File: config.mk
export PLATFORM = sky130hd
export DESIGN_NAME = cfgport_ctrl
export DESIGN_NICKNAME = d
export VERILOG_FILES = /design/src/rtl/cfgport_pkg.sv /design/src/rtl/cfgport_decode.sv /design/src/rtl/cfgport_keyfsm.sv /design/src/rtl/cfgport_regfile.sv /design/src/rtl/cfgport_ctrl.sv
export SDC_FILE = /design/constraint.sdc
export NUM_CORES = 1
export LEC_CHECK = 0
export ABC_AREA = 1
export ABC_CLOCK_PERIOD_IN_PS = 4000
export BUFFER_PORTS_ARGS = -buffer_cell sky130_fd_sc_hd__buf_4
export CAP_MARGIN = 20
export CORE_UTILIZATION = 55
export CTS_CLUSTER_SIZE = 20
export DETAILED_ROUTE_END_ITERATION = 10
export GPL_TIMING_DRIVEN = 0
export MAX_ROUTING_LAYER = met4
export PLACE_DENSITY_LB_ADDON = 0.3
export SYNTH_ARGS = -nofsm -noshare
export SYNTH_HDL_FRONTEND = slang
export SYNTH_SLANG_ARGS = --single-unit
export TNS_END_PERCENT = 50
File: constraint.sdc
create_clock -name clk -period 4 [get_ports clk]
set_clock_uncertainty 0.1 [all_clocks]
set_input_delay 0.8 -clock clk [delete_from_list [all_inputs] [get_ports clk]]
set_output_delay 0.8 -clock clk [all_outputs]
set_load 0.03 [all_outputs]
File: src/rtl/cfgport_pkg.sv
package cfgport_pkg;
    localparam logic [7:0] KEY_ENTER   = 8'h55;
    localparam logic [7:0] KEY_EXIT    = 8'hAA;
    localparam logic [7:0] IDX_BASE_LO = 8'h26;
    localparam logic [7:0] IDX_BASE_HI = 8'h27;
    localparam logic [7:0] IDX_DEVEN   = 8'h22;

    typedef enum logic {ST_RUN = 1'b0, ST_CFG = 1'b1} cfg_state_e;

    typedef struct packed {
        logic port_wr;  // write to shared key/index address
        logic idx_rd;   // index read (config mode only)
        logic dat_wr;   // data write (config mode only)
        logic dat_rd;   // data read (config mode only)
    } cyc_dec_t;
endpackage

File: src/rtl/cfgport_decode.sv
module cfgport_decode
    import cfgport_pkg::*;
#(
    parameter int AW = 16
) (
    input  logic          aen,
    input  logic [AW-1:0] io_addr,
    input  logic          io_wr,
    input  logic          io_rd,
    input  logic [AW-1:0] base,
    input  logic          cfg_mode,
    output cyc_dec_t      dec,
    output logic          claim
);
    logic base_hit;
    logic data_hit;

    always_comb begin
        base_hit    = !aen && (io_addr == base);
        data_hit    = !aen && (io_addr == base + AW'(1));
        dec.port_wr = base_hit && io_wr;
        dec.idx_rd  = base_hit && io_rd && cfg_mode;
        dec.dat_wr  = data_hit && io_wr && cfg_mode;
        dec.dat_rd  = data_hit && io_rd && cfg_mode;
        claim       = dec.port_wr || dec.idx_rd || dec.dat_wr || dec.dat_rd;
    end
endmodule

File: src/rtl/cfgport_keyfsm.sv
module cfgport_keyfsm
    import cfgport_pkg::*;
(
    input  logic       clk,
    input  logic       rst,
    input  logic       port_wr,
    input  logic [7:0] wdata,
    output logic       cfg_mode,
    output logic [7:0] index
);
    typedef struct packed {
        cfg_state_e st;
        logic [7:0] idx;
    } fsm_t;

    fsm_t fsm_d, fsm_q;

    always_comb begin
        fsm_d = fsm_q;
        if (rst) begin
            fsm_d.st  = ST_RUN;
            fsm_d.idx = '0;
        end else if (port_wr) begin
            unique case (fsm_q.st)
                ST_RUN: if (wdata == KEY_ENTER) fsm_d.st = ST_CFG;
                ST_CFG: begin
                    if (wdata == KEY_EXIT) fsm_d.st  = ST_RUN;
                    else                   fsm_d.idx = wdata;
                end
                default: fsm_d.st = ST_RUN;
            endcase
        end
    end

    always_ff @(posedge clk) fsm_q <= fsm_d;

    assign cfg_mode = (fsm_q.st == ST_CFG);
    assign index    = fsm_q.idx;
endmodule

File: src/rtl/cfgport_regfile.sv
module cfgport_regfile
    import cfgport_pkg::*;
#(
    parameter int              AW    = 16,
    parameter int              NREG  = 48,
    parameter logic [AW-1:0]   BASE0 = 16'h03F0,
    parameter logic [AW-1:0]   BASE1 = 16'h0370
) (
    input  logic          clk,
    input  logic          rst,
    input  logic          strap,
    input  logic          wr_en,
    input  logic [7:0]    index,
    input  logic [7:0]    wdata,
    output logic [7:0]    rdata,
    output logic [AW-1:0] base,
    output logic [7:0]    dev_en
);
    localparam int BASE_W = (AW > 16) ? 16 : AW;

    typedef struct packed {
        logic [NREG-1:0][7:0] r;
    } rf_t;

    rf_t             rf_d, rf_q;
    logic [NREG-1:0] sel;
    logic [15:0]     strap_base;

    assign strap_base = 16'(strap ? BASE1 : BASE0);

    generate
        for (genvar g = 0; g < NREG; g++) begin : g_sel
            assign sel[g] = (index == 8'(g));
        end
    endgenerate

    always_comb begin
        rf_d = rf_q;
        if (rst) begin
            rf_d.r              = '0;
            rf_d.r[IDX_BASE_LO] = strap_base[7:0];
            rf_d.r[IDX_BASE_HI] = strap_base[15:8];
        end else if (wr_en) begin
            for (int i = 0; i < NREG; i++) begin
                if (sel[i]) rf_d.r[i] = wdata;
            end
        end
    end

    always_ff @(posedge clk) rf_q <= rf_d;

    always_comb begin
        rdata = '0;
        for (int i = 0; i < NREG; i++) begin
            if (sel[i]) rdata = rf_q.r[i];
        end
    end

    assign base   = AW'({rf_q.r[IDX_BASE_HI], rf_q.r[IDX_BASE_LO]});
    assign dev_en = rf_q.r[IDX_DEVEN];

    initial begin
        if (BASE_W < 9 || NREG <= int'(IDX_BASE_HI))
            $error("cfgport_regfile: parameters leave no room for base registers");
    end
endmodule

File: src/rtl/cfgport_ctrl.sv
module cfgport_ctrl
    import cfgport_pkg::*;
#(
    parameter int            AW    = 16,
    parameter int            NREG  = 48,
    parameter logic [AW-1:0] BASE0 = 16'h03F0,
    parameter logic [AW-1:0] BASE1 = 16'h0370
) (
    input  logic          clk,
    input  logic          rst,
    input  logic          strap,
    input  logic          aen,
    input  logic [AW-1:0] io_addr,
    input  logic          io_wr,
    input  logic          io_rd,
    input  logic [7:0]    io_wdata,
    output logic [7:0]    io_rdata,
    output logic          io_claim,
    output logic          cfg_mode,
    output logic [7:0]    dev_en
);
    cyc_dec_t      dec;
    logic [AW-1:0] base_w;
    logic [7:0]    index_w;
    logic [7:0]    reg_rdata;

    cfgport_decode #(.AW(AW)) u_dec (
        .aen      (aen),
        .io_addr  (io_addr),
        .io_wr    (io_wr),
        .io_rd    (io_rd),
        .base     (base_w),
        .cfg_mode (cfg_mode),
        .dec      (dec),
        .claim    (io_claim)
    );

    cfgport_keyfsm u_fsm (
        .clk      (clk),
        .rst      (rst),
        .port_wr  (dec.port_wr),
        .wdata    (io_wdata),
        .cfg_mode (cfg_mode),
        .index    (index_w)
    );

    cfgport_regfile #(.AW(AW), .NREG(NREG), .BASE0(BASE0), .BASE1(BASE1)) u_rf (
        .clk    (clk),
        .rst    (rst),
        .strap  (strap),
        .wr_en  (dec.dat_wr),
        .index  (index_w),
        .wdata  (io_wdata),
        .rdata  (reg_rdata),
        .base   (base_w),
        .dev_en (dev_en)
    );

    always_comb begin
        io_rdata = '0;
        if (dec.dat_rd)      io_rdata = reg_rdata;
        else if (dec.idx_rd) io_rdata = index_w;
    end
endmodule

Yosys cells after proc, flatten, opt, wreduce, memory -nomap -nowiden
Cells that the tools add are included.

Flip-flop bits (word level): 393. Input port bits: 30. Output and inout bits: 18. Word-level logic and storage cells: 266.

Add/subtract/negate cells: 1. Equality and inequality tests: 51. Muxes and demuxes: 96. Bitwise gates (word level): 2. Reductions and logical operators: 66.

Operators by type and width (count): 8-bit 2-to-1 mux (91); 320-bit 2-to-1 mux (2); 8-bit by 5-bit equality test with 1-bit output (second input constant) (16); 8-bit by 6-bit equality test with 1-bit output (second input constant) (16); 2-bit AND reduction (48); 8-bit by 4-bit equality test with 1-bit output (second input constant) (8); 16-bit equality test (2); 8-bit by 3-bit equality test with 1-bit output (second input constant) (4); 16-bit by 1-bit adder with 16-bit output (second input constant) (1); 8-bit by 2-bit equality test with 1-bit output (second input constant) (2); 1-bit logical AND (9); 8-bit by 1-bit equality test with 1-bit output (second input constant) (1); 8-bit by 7-bit equality test with 1-bit output (second input constant) (1); 8-bit equality test (second input constant) (1); 8-bit logical NOT (1); 2-bit nonzero test (3); 1-bit logical OR (3); 3-bit AND reduction (1); 1-bit 2-to-1 mux (2); 1-bit NOT (2); 1-bit case mux with 2 select lines (1); 1-bit logical NOT (1).

Longest topological paths before layout
Word-level depth: 50. Depth in mapped cells: 35. Depth with buffers taken out: 34.

By module
A second synthesis with hierarchy kept.

Cells, all modules: 2840. Area, all modules: 18982.0 um2.

Modules (own cells, without submodules): cfgport_regfile (times used 1, cells each 2557, area an instance 17558.1 um2, sequential area each 7847.5 um2); cfgport_decode (times used 1, cells each 183, area an instance 842.1 um2, sequential area each 0.0 um2); cfgport_keyfsm (times used 1, cells each 73, area an instance 461.7 um2, sequential area each 180.2 um2); cfgport_ctrl (times used 1, cells each 27, area an instance 120.1 um2, sequential area each 0.0 um2).

Worst setup path before layout
Ideal clock, no wire load.

Path type: reg-to-output. Start point: register u_fsm.fsm_q (netlist bit u_fsm.index[4]). End point: output io_rdata[6]. Arrival time: 2764 ps. Required time: 3100 ps. Slack: 336 ps. Stages on the path, launching flop included: 34. Path buffers: 1. Cell sequence: dfxtp_1 > nor2_2 > nand2_4 > buf_6 > nor2_4 > inv_4 > o21ai_2 > inv_2 > nand2_1 > nand4_1 > nand2_1 > nand4_1 > nor2_1 > nand4_1 > nand2_1 > nand3_1 > nand2_1 > nand4_1 > nand2_1 > nand3_1 > nand2_1 > nand4_1 > nand2_1 > nand4_1 > nand2_1 > nand3_1 > nand2_1 > nand3_1 > nand2_1 > nand3_1 > nand2_1 > nand4_1 > nand2_1 > nand2_1.

Word-level cells in the longest chain between the ends: 50. Elaborated cells between the ends (all ways): 97. Those cells by class: eq/ne: 47; mux: 49; reduce/logical: 1.

RTL lines: start: declaration (line cfgport_keyfsm.sv:16) `fsm_t fsm_d, fsm_q;`; start signal: assignment (line cfgport_keyfsm.sv:35) `always_ff @(posedge clk) fsm_q <= fsm_d;`; 8-bit logical NOT (line cfgport_regfile.sv:33) `assign sel[g] = (index == 8'(g));`; 8-bit 2-to-1 mux (47 in series) (line cfgport_regfile.sv:55) `if (sel[i]) rdata = rf_q.r[i];`; 8-bit 2-to-1 mux * (line cfgport_regfile.sv:55); 8-bit 2-to-1 mux * (line cfgport_ctrl.sv:61) `if (dec.dat_rd) io_rdata = reg_rdata;`; end: declaration (line cfgport_ctrl.sv:17) `output logic [7:0] io_rdata,`.

Mark *: on every way between the ends. The rest lies on a longest branch, timed or not.

Worst setup path in the final report
Start point: register u_fsm.fsm_q (netlist bit u_fsm.index[2]). End point: output io_rdata[2].

Word-level cells in the longest chain between the ends: 50. Elaborated cells between the ends (all ways): 98. Those cells by class: eq/ne: 47; mux: 50; reduce/logical: 1.

RTL lines (line): 8-bit logical NOT (cfgport_regfile.sv:33); 8-bit 2-to-1 mux (48 in series) (cfgport_regfile.sv:55); 8-bit 2-to-1 mux * (cfgport_ctrl.sv:61).

Marks and branches as above.

==> run summary <==
The flow ran to the end, but the final reports show violations. The final reports fail on setup timing. Class of the most critical hold timing path: register to register.

The number of slew-limit violations in the final report is 0, and the maximum clock insertion buffer count is 3. For the initial antenna violation count, the log shows 0. Summed over all instances, the cell type with the most area after synthesis is dfxtp_1. The fill cell total of the finished layout came out at 2,870. The adder and majority gate portion of the synthesized area was 0.0648%; the die boundary height was 189 um. The transition time of the tightest slew-check pin was 1.02 ns. Yosys mapped a number of flops with a built-in enable equal to 16. Hold repair after CTS inserted 0 buffers. Measured against the total synthesized area, the mux share comes to 0%.

Summing the areas of all compound-gate instances in the mapped netlist gives 19.5% of the synthesized area. During synthesis, Yosys emitted a total of 0 warnings. The die covers 0.0359 mm2.

After floorplanning, the core was divided into 68 placement rows. The combinational family with the most area after synthesis is simple AND/OR/NAND/NOR gates. The run gives 55.9% as the initial core utilization. Upper clock frequency limit: 0.182 GHz. Data on the critical path is required at its endpoint by 3.10 ns. Setup repair after global routing could not meet its margin everywhere. The routability-driven placement congestion ratio was 0.962; the number of I/O port buffers was 46. Max-cap violations in this run came to 0.

Summing the areas of all and, or, nand and nor instances in the mapped netlist gives 29.0% of the synthesized area. The worst slew slack as a fraction of its limit came out at 31.5%. The first-pass iteration count of the detailed router is 5, and the die width is 189 um.

Summed over all cells, the static leakage comes to 9.14 nW. The main flop type after synthesis was dfxtp_1. After synthesis, the most frequently instantiated cells are nor2_1, nand2_1, dfxtp_1. The cell count after synthesis came out at 2,411. The final global-route overflow total came out at 0. The detail route stage leaves a number of antenna-violating nets equal to 0.

In the routed layout, each cell is associated on average with a via count of 5.82. The run gives 14 as the largest net degree at the start of global routing. In the final layout, the share of cells above drive strength 1 is 22.4%.

The net count after synthesis was 2,442. In this run, synthesis produced a sequential element count of 393. In this run the biggest area consumer among cell types represents 39.1% of the synthesized area. The run gives 4.60 ns as the critical path data arrival time.

Of the total synthesized cell area, the portion taken by XOR and XNOR cells is 1.09%. The post-layout net count was 2,601; the time the final worst path needs with I/O delays and setup was 5.50 ns. The sum of routed wire length over all layers was 59,100 um. The number of clock buffers added by TritonCTS is 42. After synthesis, the cell types taking the most area are dfxtp_1, a211oi_1, nor2_1. Compared with the post-synthesis result, the final layout area differs by 18.2%. The run gives 1,838 as the number of DRC violations after detailed-routing iteration 0. The post-route clock period utilization works out to 137%. The via count of the first global-routing pass is 16.4k. The logs give 0 for the number of hold-slack violations in the final timing report and 0.000346 V for the worst voltage drop across the vdd grid. The HPWL after detailed placement was 41,200 um; the global-route total usage across every layer was 33.1%. Setup violations remaining at the end of the flow were counted as 9.

The tree built by TritonCTS fans out to 393 sinks. The critical path is of the register to primary output type. The run gives 2 as the maximum level of the CTS H-tree.

Fraction of the yosys area taken by sequential cells: 41.6%. The run gives 47 as the number of different library cells in the post-synthesis netlist. Timing analysis after detailed placement gives a worst setup slack of -1.43 ns. After detailed routing, the number of remaining DRC violations is 0.

The average cell area after synthesis works out to 8.01 um2. The run gives 0.0345 mm2 as the core area. The kind of capture point of the worst setup path was a primary output. TritonCTS built the clock tree. Areal power density over the cells: 364 mW/mm2.

The tools report the count of vias placed by the detailed router as 17.8k. The first global-routing pass estimated 90,600 um of wire. The number of antenna diodes in the final layout is 0. Clock-pin slew was measured on the worst setup and hold paths at 0.06 ns. For this run, asynchronously set or reset flops after synthesis account for 0%. Smallest setup slack after layout: -1.50 ns. The most frequently used cell type in the post-synthesis netlist was nor2_1. Worst-path maximum fanout: 8. Summing every instance area after synthesis gives 0.0193 mm2.

The area of the multi-input gates came out at 0.0101 mm2. Pin placement for this block handled 48 I/O pins. The run gives 0.354 ns as the final worst hold slack. The average routed wire per standard cell was 19.3 um. The later-pin clock latency in the skew report is 0.55 ns, and the sequential cell area is 0.00806 mm2. The cell sitting at the root of the clock tree is a clkbuf_16. The worst setup path is launched from a register.
## report_power, final
group	internal, W	leakage [nW]	total (W)	switching (W)
Clock	0.00238	0.703	0.00403	0.00165
Sequential	0.00394	3.20	0.00396	0.0000148
Combinational	0.0000663	5.23	0.000332	0.000265
## layer usage
layer	track usage, %	wire (um)	vias up
li1	-	-	8489
met1	43.4	25600	8399
met2	52.0	27100	767
met3	4.58	4140	143
met4	12.0	2240	0
met5	-	0	-
## critical path, stage by stage (launching register included)
cell	delay, ns
dfxtp_4	0.37
nor2_2	0.33
nand2_4	0.12
buf_4	0.16
buf_12	0.12
nor2_4	0.21
inv_1	0.20
or2_2	0.31
nand2_1	0.08
nand4_1	0.10
nor2_1	0.14
nand4_1	0.13
nand2_1	0.12
nand4_1	0.15
nand2_1	0.12
nand3_2	0.09
nand2_2	0.08
nand4_1	0.15
nor2_2	0.19
nand4_1	0.13
nand2_2	0.11
nand4_1	0.12
nand2_1	0.12
nand3_2	0.11
nand2_2	0.09
nand2_2	0.07
buf_6	0.14
## final timing paths
| check | from | to | slack [ns] | cells after the start |
|---|---|---|---|---|
| min reg2reg | u_rf.rf_q[104] | u_rf.rf_q[104] | 0.35 | 2 |
| max | u_fsm.index[2] | io_rdata[2] | -1.50 | 26 |
| min | u_rf.rf_q[104] | u_rf.rf_q[104] | 0.35 | 2 |
| max reg2reg | u_rf.base[0] | u_rf.base[2] | 0.15 | 15 |
## metrics by stage
| step | power (W) | instances | TNS, ns | cell area [um2] | util [%] |
|---|---|---|---|---|---|
| 5_1_grt | 0.00849 | 3058 | -13.72 | 22800 | 66.0 |
| 4_1_cts | 0.00830 | 3018 | -11.29 | 22100 | 64.1 |
| 3_3_place_gp | 0.00436 | 2912 | -11.63 | 20200 | 58.5 |
| 2_1_floorplan | 0.00421 | 2411 | 0 | 19300 | - |
| 6_report | 0.00832 | 3058 | -11.52 | 22800 | 66.0 |
| 3_5_place_dp | 0.00436 | 2912 | -12.00 | 20200 | 58.5 |
## layout make-up
| type | count | share of cell area, % |
|---|---|---|
| multi-input cells | 1679 | 44.2 |
| repair buffers | 117 | 4.30 |
| flip-flops and latches | 393 | 35.3 |
| well taps | 455 | 2.50 |
| plain buffers | 148 | 4.37 |
| inverters | 189 | 3.19 |
| clock buffers | 56 | 5.10 |
| clock inverters | 21 | 1.09 |
## kinds of logic after synthesis
group | after synthesis
adders and majority gates | 1
xor gates and xnor gates | 24
buffers and inverters | 339
DFF | 393
and+or+nand+nor | 1167
AOI/OAI and AO/OA | 487
## sequential cells by signal, indices dropped and copies added (netlist names)
name	cells
u_rf.dev_en	8
u_rf.base	16
u_fsm.index	8
u_fsm.cfg_mode	1
u_rf.rf_q	360
## layout by cell type (no fill, tap or decap), types with 5 or more instances in the layout
cell,count
inv_4,5
buf_12,9
nor2_1,452
dfxtp_1,369
nor4_1,7
inv_2,24
inv_1,158
a21oi_2,5
nor2_2,26
nor2_8,36
nor3_1,14
nand2_2,36
or2_0,5
dfxtp_4,7
a21oi_1,65
nand3_2,22
clkbuf_1,94
nor2_4,24
or2_2,38
a211oi_1,266
nand3_1,25
nand4_1,73
xor2_1,19
bufinv_16,5
buf_6,54
nand2_4,7
a211oi_2,85
clkinv_2,10
o21ai_0,50
nand2_1,385
buf_4,111
edfxtp_1,16
clkbuf_16,42
clkbuf_8,6
## what timing repair did
item | CTS | global route
buffers inserted | 29 | 42
setup endpoints to repair | 17 | 23
gates resized for setup | 80 | 103
pin swaps | 55 | 91
No activity file was read; power rests on OpenSTA's default activity.
